`config.mk`:
```
export PLATFORM = sky130hd
export DESIGN_NAME = sector_ham_check
export DESIGN_NICKNAME = d
export VERILOG_FILES = /design/src/rtl/sector_ham_pkg.sv /design/src/rtl/sector_ham_ctrl.sv /design/src/rtl/sector_ham_popcount.sv /design/src/rtl/sector_ham_datapath.sv /design/src/rtl/sector_ham_check.sv
export SDC_FILE = /design/constraint.sdc
export NUM_CORES = 1
export LEC_CHECK = 0
export ABC_AREA = 1
export BUFFER_PORTS_ARGS = -buffer_cell sky130_fd_sc_hd__buf_2
export CORE_ASPECT_RATIO = 1.5
export CORE_MARGIN = 2
export CORE_UTILIZATION = 50
export CTS_CLUSTER_DIAMETER = 100
export DETAILED_ROUTE_END_ITERATION = 10
export PLACE_DENSITY = 0.88
export SLEW_MARGIN = 5
export SYNTH_ARGS = -nofsm -noshare
export SYNTH_HDL_FRONTEND = slang
export SYNTH_SLANG_ARGS = --single-unit
```
`constraint.sdc`:
```
create_clock -name clk -period 1.3 [get_ports clk]
set_input_delay 0.26 -clock clk [delete_from_list [all_inputs] [get_ports clk]]
set_output_delay 0.26 -clock clk [all_outputs]
set_load 0.05 [all_outputs]
```
`src/rtl/sector_ham_pkg.sv`:
```
package sector_ham_pkg;

  typedef enum logic [1:0] {
    CLS_CLEAN   = 2'd0,
    CLS_FIXED   = 2'd1,
    CLS_UNCORR  = 2'd2,
    CLS_CODEERR = 2'd3
  } err_class_e;

  // strobes from control to datapath
  typedef struct packed {
    logic capture;
  } ctl_strobes_t;

endpackage

```
`src/rtl/sector_ham_ctrl.sv`:
```
module sector_ham_ctrl
  import sector_ham_pkg::*;
(
  input  logic         clk,
  input  logic         rstN,
  input  logic         checkStb,
  output ctl_strobes_t ctl,
  output logic         resValid
);

  always_comb begin
    ctl = '0;
    ctl.capture = checkStb;
  end

  always_ff @(posedge clk or negedge rstN) begin
    if (!rstN) resValid <= 1'b0;
    else       resValid <= checkStb;
  end

endmodule

```
`src/rtl/sector_ham_popcount.sv`:
```
module sector_ham_popcount #(
  parameter int IN_W  = 24,
  localparam int CNT_W  = $clog2(IN_W + 1),
  localparam int LEAVES = 1 << $clog2(IN_W)
) (
  input  logic [IN_W-1:0]  vec,
  output logic [CNT_W-1:0] count
);

  // heap-ordered adder tree: node i sums nodes 2i+1 and 2i+2
  logic [CNT_W-1:0] node [0:2*LEAVES-2];

  for (genvar k = 0; k < LEAVES; k++) begin : g_leaf
    if (k < IN_W) begin : g_used
      assign node[LEAVES-1+k] = CNT_W'(vec[k]);
    end else begin : g_pad
      assign node[LEAVES-1+k] = '0;
    end
  end

  for (genvar i = 0; i < LEAVES - 1; i++) begin : g_sum
    assign node[i] = node[2*i+1] + node[2*i+2];
  end

  assign count = node[0];

endmodule

```
`src/rtl/sector_ham_datapath.sv`:
```
module sector_ham_datapath
  import sector_ham_pkg::*;
#(
  parameter int CODE_BYTES = 3,
  parameter int BYTE_W     = 8,
  parameter int FIX_ONES   = 12,
  parameter int BAD_ONES   = 23,
  parameter bit HAS_FIX    = 1'b1,
  localparam int SYN_W     = CODE_BYTES * BYTE_W,
  localparam int CNT_W     = $clog2(SYN_W + 1),
  localparam int BIT_AW    = $clog2(BYTE_W),
  localparam int BYTE_AW   = 2 * CODE_BYTES + 3
) (
  input  logic               clk,
  input  logic               rstN,
  input  ctl_strobes_t       ctl,
  input  logic [SYN_W-1:0]   calcCode,
  input  logic [SYN_W-1:0]   storedCode,
  input  logic [BYTE_W-1:0]  fixIn,
  output err_class_e         errClass,
  output logic [BYTE_AW-1:0] byteAddr,
  output logic [BIT_AW-1:0]  bitAddr,
  output logic [BYTE_W-1:0]  fixOut
);

  logic [SYN_W-1:0]   syndrome;
  logic [CNT_W-1:0]   onesCnt;
  logic [SYN_W/2-1:0] oddBits;
  err_class_e         nextClass;
  logic [BYTE_AW-1:0] nextByte;
  logic [BIT_AW-1:0]  nextBit;

  assign syndrome = calcCode ^ storedCode;

  sector_ham_popcount #(.IN_W(SYN_W)) u_pop (
    .vec   (syndrome),
    .count (onesCnt)
  );

  // odd member of each parity pair carries one address bit
  for (genvar p = 0; p < SYN_W / 2; p++) begin : g_odd
    assign oddBits[p] = syndrome[2*p+1];
  end

  always_comb begin
    if (syndrome == '0)                          nextClass = CLS_CLEAN;
    else if (onesCnt >= CNT_W'(BAD_ONES))        nextClass = CLS_CODEERR;
    else if (onesCnt == CNT_W'(FIX_ONES))        nextClass = CLS_FIXED;
    else                                         nextClass = CLS_UNCORR;
  end

  always_comb begin
    nextBit  = '0;
    nextByte = '0;
    if (nextClass == CLS_FIXED) begin
      nextBit  = oddBits[BIT_AW-1:0];
      nextByte = BYTE_AW'(oddBits[SYN_W/2-1:BIT_AW]);
    end
  end

  always_ff @(posedge clk or negedge rstN) begin
    if (!rstN) begin
      errClass <= CLS_CLEAN;
      byteAddr <= '0;
      bitAddr  <= '0;
    end else if (ctl.capture) begin
      errClass <= nextClass;
      byteAddr <= nextByte;
      bitAddr  <= nextBit;
    end
  end

  if (HAS_FIX) begin : g_fix
    logic [BYTE_W-1:0] flipMask;
    always_comb begin
      flipMask = '0;
      if (errClass == CLS_FIXED) flipMask[bitAddr] = 1'b1;
    end
    assign fixOut = fixIn ^ flipMask;
  end else begin : g_nofix
    assign fixOut = fixIn;
  end

endmodule

```
`src/rtl/sector_ham_check.sv`:
```
module sector_ham_check
  import sector_ham_pkg::*;
#(
  parameter bit HAS_FIX = 1'b1
) (
  input  logic        clk,
  input  logic        rstN,
  input  logic        checkStb,
  input  logic [23:0] calcCode,
  input  logic [23:0] storedCode,
  input  logic [7:0]  fixIn,
  output logic        resValid,
  output logic [1:0]  errClass,
  output logic [8:0]  byteAddr,
  output logic [2:0]  bitAddr,
  output logic [7:0]  fixOut
);

  ctl_strobes_t ctl;
  err_class_e   clsQ;

  sector_ham_ctrl u_ctrl (
    .clk      (clk),
    .rstN     (rstN),
    .checkStb (checkStb),
    .ctl      (ctl),
    .resValid (resValid)
  );

  sector_ham_datapath #(.HAS_FIX(HAS_FIX)) u_dp (
    .clk        (clk),
    .rstN       (rstN),
    .ctl        (ctl),
    .calcCode   (calcCode),
    .storedCode (storedCode),
    .fixIn      (fixIn),
    .errClass   (clsQ),
    .byteAddr   (byteAddr),
    .bitAddr    (bitAddr),
    .fixOut     (fixOut)
  );

  assign errClass = clsQ;

endmodule

```
==> results of run 1 <==
## final cells by class
| type | count | area share |
|---|---|---|
| Tap cell | 45 | 0.01576 |
| Clock buffer | 4 | 0.01261 |
| Multi-Input combinational cell | 177 | 0.5282 |
| Sequential cell | 15 | 0.1061 |
| Timing Repair Buffer | 136 | 0.2722 |
| Inverter | 62 | 0.06515 |
## cell families after synthesis
logic type | count (synthesis)
XOR/XNOR | 30
adder cells (fa/ha/maj) | 45
AO/OA/AOI/OAI | 4
AND/OR/NAND/NOR | 98
buffers and inverters | 65
flip-flops | 15
## power breakdown
part | total [uW] | switching [uW] | internal (uW)
Clock | 380 | 163 | 217
Combinational | 9590 | 5390 | 4210
Sequential | 594 | 41.1 | 553
## metal layers
metal  part of all wire  GRT usage  up-vias  wire, um
met5                  0          0        -         0
met3              0.064    0.03738       47       531
met2               0.57     0.5994      165      4696
met1               0.30     0.2756     1162      2441
li1                   -          -     1016         -
met4              0.070     0.1710        0       577
## through the flow
stage          worst slack [ps]  instance area [sq um]
3_3_place_gp              -3211                   2973
6_report                  -3340                   3572
2_1_floorplan             -2987                   2248
5_1_grt                   -3416                   3572
4_1_cts                   -3059                   3322
3_5_place_dp              -3394                   2973
## worst paths after layout
path,end,slack [ps],cells after the start
setup / recovery,u_dp.bitAddr[1],-3340,19
hold / removal,u_ctrl.resValid,190,1
setup reg to reg,u_dp.bitAddr[1],410,3
hold reg to reg,u_dp.byteAddr[1],490,2
max in group asynchronous,u_dp.errClass[0],560,2
min in group asynchronous,u_dp.byteAddr[5],470,2
## critical path: cells and delay by family
family                     cells  cell delay [ps]
and+or+nand+nor                6              720
adders and majority gates      6             3050
buffers and inverters          6              610
xor gates and xnor gates       1              180
## layout by cell type, fill, tap and decap left out, types with 5 or more instances in the layout
| cell type | instances |
|---|---|
| nand3_1 | 7 |
| buf_4 | 47 |
| buf_6 | 23 |
| inv_1 | 48 |
| buf_2 | 63 |
| inv_2 | 14 |
| xor2_2 | 11 |
| ha_1 | 20 |
| nand3_2 | 13 |
| nand2_1 | 51 |
| nand2_2 | 5 |
| nor2_1 | 5 |
| ha_4 | 5 |
| fa_1 | 16 |
| dfrtp_1 | 12 |
| nor2_4 | 8 |
| xnor2_2 | 8 |
## what timing repair did
| action | CTS | global route |
|---|---|---|
| setup buffers | 5 | 13 |
| hold endpoints to repair | 15 | 0 |
| gates resized for setup | 60 | 40 |
| pin swaps | 16 | 21 |
| gates cloned | 0 | 0 |
| hold buffers | 1 | 0 |
| endpoints found under the setup margin | 22 | 25 |
## sequential cells by signal, summed over array words and instances (netlist names)
| register | count |
|---|---|
| u_dp.errClass | 2 |
| u_ctrl.resValid | 1 |
| u_dp.byteAddr | 9 |
| u_dp.bitAddr | 3 |
==> metrics.md, run 1 <==
| Metric | Value |
|---|---|
| Post-Synth Simple-Gate Area | `0.2251` |
| 1st-iter DRT viols | `140` |
| All-Layer GR Usage | `0.3018` |
| Net count after synthesis | `361` |
| Cell mode on critical path | `fa_1` |
| Least-Margin Pin Slew | `829.5 ps` |
| Multiplexer area fraction after synthesis | `0` |
| Gate count after technology mapping | `around 260` |
| Slowest cell on the critical path | `fa_1` |
| Top-count cell post-synth | `inv_1` |
| Register area | `between 300 and 400 sq um` |
| Post-Synth Adder-Cell Area | `0.3349` |
| Worst setup EP type | `flop` |
| CTS tree | `done` |
| Yosys reg bits | `15` |
| PD cells | `between 2000 and 3000 nW/um^2` |
| # H-tree levels | `1` |
| Largest net degree at the start of global routing | `16` |
| HP Start | `checkStb` |
| Global-route wire length before repair | `11080 um` |
| Final setup TNS | `-49490 ps` |
| Sink Count | `15` |
| FFs w/ async S/R, synth | `1.000` |
| Failing checks | `setup timing` |
| Final Core Density | `0.9023` |
| Outcome | `finished, violations left` |
| WHS | `190.4 ps` |
| Avg WL per Cell | `roughly 19 um` |
| Slew headroom | `0.4464` |
| Clock root cell | `clkbuf_8` |
| Post-synth top area share | `0.1801` |
| HPWL after DPL | `around 5000 um` |
| Top cells by area, synth | `dfrtp_1 18%, fa_1 17%, ha_1 16%, inv_1 11%, nand2_1 10%` |
| VDD IR max | `approximately 3.6 mV` |
| GRT overflow | `0` |
| CTS Buffer Depth | `2` |
| Post-Synth XOR/XNOR Area | `0.1261` |
| Post-route DRC violation count | `0` |
| Worst setup path start | `storedCode[23]` |
| Synth cell types | `23` |
| DR vias | `~2.4k` |
| Reg-to-reg startpoint | `u_dp.bitAddr[1]` |
| Initial antenna violation count | `0` |
| Final min period | `4640 ps` |
| Pleak | `0.001961 uW` |
| Slew Viols, Final | `0` |
| Die X | `~57 um` |
| Fin. Hold Viols | `0` |
| Layout cells sized above 1 | `0.5685` |
| Main synth FF type | `dfrtp_1` |
| Worst-case clock skew | `0 ps` |
| Compound-Gate Fraction of Synth Area | `0.01140` |
| Crit path required time | `1480 ps` |
| Fill cells | `about 160` |
| Multi-input gate area | `between 1500 and 2000 sq um` |
| Row count | `28` |
| Total chip power | `approximately 11000 uW` |
| Final Setup Violations | `22` |
| CP max FO | `5` |
| Post-synthesis cell area | `2084 sq um` |
| Final cell count without fillers | `439` |
| Fin nets | `roughly 500` |
| Routed Antenna Nets | `0` |
| Crit-path cells | `buf_6, xnor2_2, inv_1, ha_4, inv_2, fa_1, fa_1, fa_1, inv_1, fa_1, inv_1, fa_2, nand2_2, nor2_2, nand3_2, nor2_4, buf_6, nand3_2, nand2_2` |
| Fmax | `roughly 0.22 GHz` |
| Largest family of logic cells by synthesized area | `adder cells` |
| Worst skew pair latency | `~250 ps` |
| Hold Crit Class | `primary input to flop` |
| Syn avg cell area | `~8.1 sq um` |
| Critical path arrival | `~4800 ps` |
| CP Class | `primary input to flop` |
| Die Area | `4712 sq um` |
| Vias in the first global route | `~2.6k` |
| CTS clk-pin slew, worst paths | `roughly 60 ps` |
| Drt total wl | `8245 um` |
| Port bufs | `between 80 and 90` |
| Period utilisation layout | `3.569` |
| 1st-pass router iterations | `5` |
| Post-synth EDFFs | `0` |
| Placed Cells | `418` |
| RSZ-0062 raised after global routing | `true` |
| N_diodes | `0` |
| Synth cell count leaders | `60 x inv_1, 58 x nand2_1, 27 x ha_1` |
| I/O pin cnt | `82` |
| Seq/Total Area, Yosys | `0.1801` |
| Yosys top cell by area | `dfrtp_1` |
| Via density | `~5.4` |
| Die Span Y | `just over 80 um` |
| Core Area | `around 4000 sq um` |
| Area growth, synth to finish | `71.37%` |
| Warnings, synthesis | `0` |
| Critical path launch point type | `primary input` |
| # Max-Cap Violations | `0` |
| Post-route setup slack | `-3340 ps` |
| CTS Buf Count | `3` |
| Gpl congestion | `slightly above 0.8` |
| Critical Path Max Stage Delay | `roughly 600 ps` |
| Initial Util | `0.5265` |
No activity file was read; power rests on OpenSTA's default activity.
==> run 2, diff against run 1 <==
Settings changed: BUFFER_PORTS_ARGS -buffer_cell sky130_fd_sc_hd__buf_2 to unset, CAP_MARGIN set to 20, CORE_UTILIZATION 50 to 55, DONT_BUFFER_PORTS set to 1, PLACE_DENSITY 0.88 to 0.76.
==> metrics.md, run 2 (synthesis results as in run 1) <==
| Metric | Value |
|---|---|
| Fmax | `~0.23 GHz` |
| Placed Cells | `344` |
| Drt total wl | `slightly above 7000 um` |
| DR vias | `around 2.0k` |
| Hold endpoint | `u_ctrl.resValid` |
| Final Setup Violations | `22` |
| HPWL after DPL | `a little over 4000 um` |
| Commonest non-fill, non-tap cell in the layout | `inv_1` |
| R2r endpoint | `u_dp.byteAddr[1]` |
| Hold Crit Class | `primary input to flop` |
| Gpl congestion | `approximately 0.79` |
| All-Layer GR Usage | `0.2812` |
| N_diodes | `0` |
| Die Area | `around 4300 sq um` |
| Biggest regs | `u_dp.byteAddr (9), u_dp.bitAddr (3), u_dp.errClass (2)` |
| Layout cells sized above 1 | `0.4534` |
| Worst skew pair latency | `between 200 and 300 ps` |
| Die X | `54.27 um` |
| RSZ-0062 raised after global routing | `true` |
| Worst-case clock skew | `0 ps` |
| Routed Antenna Nets | `0` |
| Slew Viols, Final | `0` |
| Global-route wire length before repair | `between 8000 and 9000 um` |
| Outcome | `finished, violations left` |
| Final Core Density | `0.8704` |
| Pleak | `between 0.0015 and 0.002 uW` |
| I/O pin cnt | `slightly above 80` |
| Fin. Hold Viols | `0` |
| CTS Buf Count | `3` |
| Reg-to-reg startpoint | `u_dp.byteAddr[1]` |
| Slew headroom | `0.4603` |
| Multi-input gate area | `~1900 sq um` |
| Reg2reg setup slack | `280 ps` |
| Initial antenna violation count | `0` |
| Most frequent cells in the layout | `50 x inv_1, 49 x nand2_1, 39 x buf_4` |
| Initial Util | `0.5713` |
| Register area | `between 300 and 400 sq um` |
| Worst setup EP type | `flop` |
| Hold path depth | `0` |
| Pre-CTS WS | `-3265 ps` |
| 1st-pass router iterations | `4` |
| Crit path required time | `roughly 1500 ps` |
| WHS | `26.61 ps` |
| Avg WL per Cell | `20.03 um` |
| Post-route setup slack | `-3078 ps` |
| Port bufs | `0` |
| Final cell count without fillers | `between 300 and 400` |
| Least-Margin Pin Slew | `roughly 800 ps` |
| Period utilisation layout | `3.368` |
| Critical path arrival | `between 4000 and 5000 ps` |
| CP Class | `primary input to flop` |
| Clock root cell | `clkbuf_8` |
| CTS clk-pin slew, worst paths | `70 ps` |
| VDD IR max | `~5.2 mV` |
| 1st-iter DRT viols | `71` |
| PD cells | `around 3000 nW/um^2` |
| Area growth, synth to finish | `52.34%` |
| GRT overflow | `0` |
| # Max-Cap Violations | `0` |
| Fill cells | `between 150 and 200` |
| Largest reg by FF count | `u_dp.byteAddr` |
| Critical path launch point type | `primary input` |
| Row count | `27` |
| Max FFs per register | `9` |
| Post-route DRC violation count | `0` |
| Final setup TNS | `-46230 ps` |
| Core Area | `3649 sq um` |
| CTS tree | `done` |
| Die Span Y | `79.40 um` |
| # H-tree levels | `1` |
| CP max FO | `4` |
| Failing checks | `setup timing` |
| Reg2Reg Depth | `2` |
| Vias in the first global route | `approximately 1.9k` |
| CTS Buffer Depth | `2` |
| Fin nets | `about 420` |
| HP Start | `checkStb` |
| Final min period | `4378 ps` |
| Via density | `5.559` |
| Largest net degree at the start of global routing | `16` |
| Sink Count | `15` |
-- run 2: cell count changes in the layout (fill, tap and decap cells not counted), sizes merged --
cell	change
buf	-84
clkinv	+1
-- run 2: stage by stage --
stage                     instance area, sq um  power (uW)
after global routing                      3176       10340
after detailed placement                  2745        7807
final                                     3176        9493
after CTS                                 2914        8464
after global placement                    2745        7364
after floorplan                           2248        5718
-- run 2: timing repair --
action,in CTS,in global routing
endpoints found under the setup margin,22,25
endpoints found under the hold margin,15,0
hold buffers,1,0
resized for setup,25,42
pin swaps,22,21
buffers inserted,3,3
cloned,0,1
-- run 2: routing by layer --
layer	GRT usage	wire, um	up-vias	share of wire
met1	0.2906	2346	956	0.33
met2	0.5181	3786	125	0.53
li1	-	-	850	-
met4	0.1400	395	0	0.056
met3	0.03933	561	37	0.079
met5	0	0	-	0
-- run 2: area by class of cell --
cell class,instances,area share
multi-input combinational,177,0.6044
timing repair buffer,53,0.1706
sequential,15,0.1202
inverter,62,0.07329
tap,43,0.01694
clock buffer,3,0.01300
clock inverter,1,0.001576
-- run 2: how the worst max path moves through the flow --
stage	startpoint	endpoint	slack (ps)	depth (start not counted)
floorplan	calcCode[2]	u_dp.byteAddr[2]	-2990	17
global route	storedCode[0]	u_dp.byteAddr[1]	-3200	18
CTS	storedCode[2]	u_dp.byteAddr[2]	-2990	17
detailed placement	calcCode[2]	u_dp.byteAddr[1]	-3260	17
finish	storedCode[0]	u_dp.byteAddr[7]	-3080	17
global placement	calcCode[2]	u_dp.byteAddr[7]	-3110	18
-- run 2: report_power, final --
group          internal, uW  switching [uW]
clock                   213             190
sequential              554             117
combinational          3790            4630
-- run 2: worst max-delay path, cell delays in order --
cell       delay (ps)
xnor2_4           190
inv_2              70
ha_4              260
inv_2              30
fa_1              590
fa_1              460
fa_1              560
fa_1              430
fa_2              370
fa_2              550
nand2_2            70
nor2_4             90
nand3_2           100
nor2_4            190
clkbuf_16         180
nand3_2            60
nand2_1           110
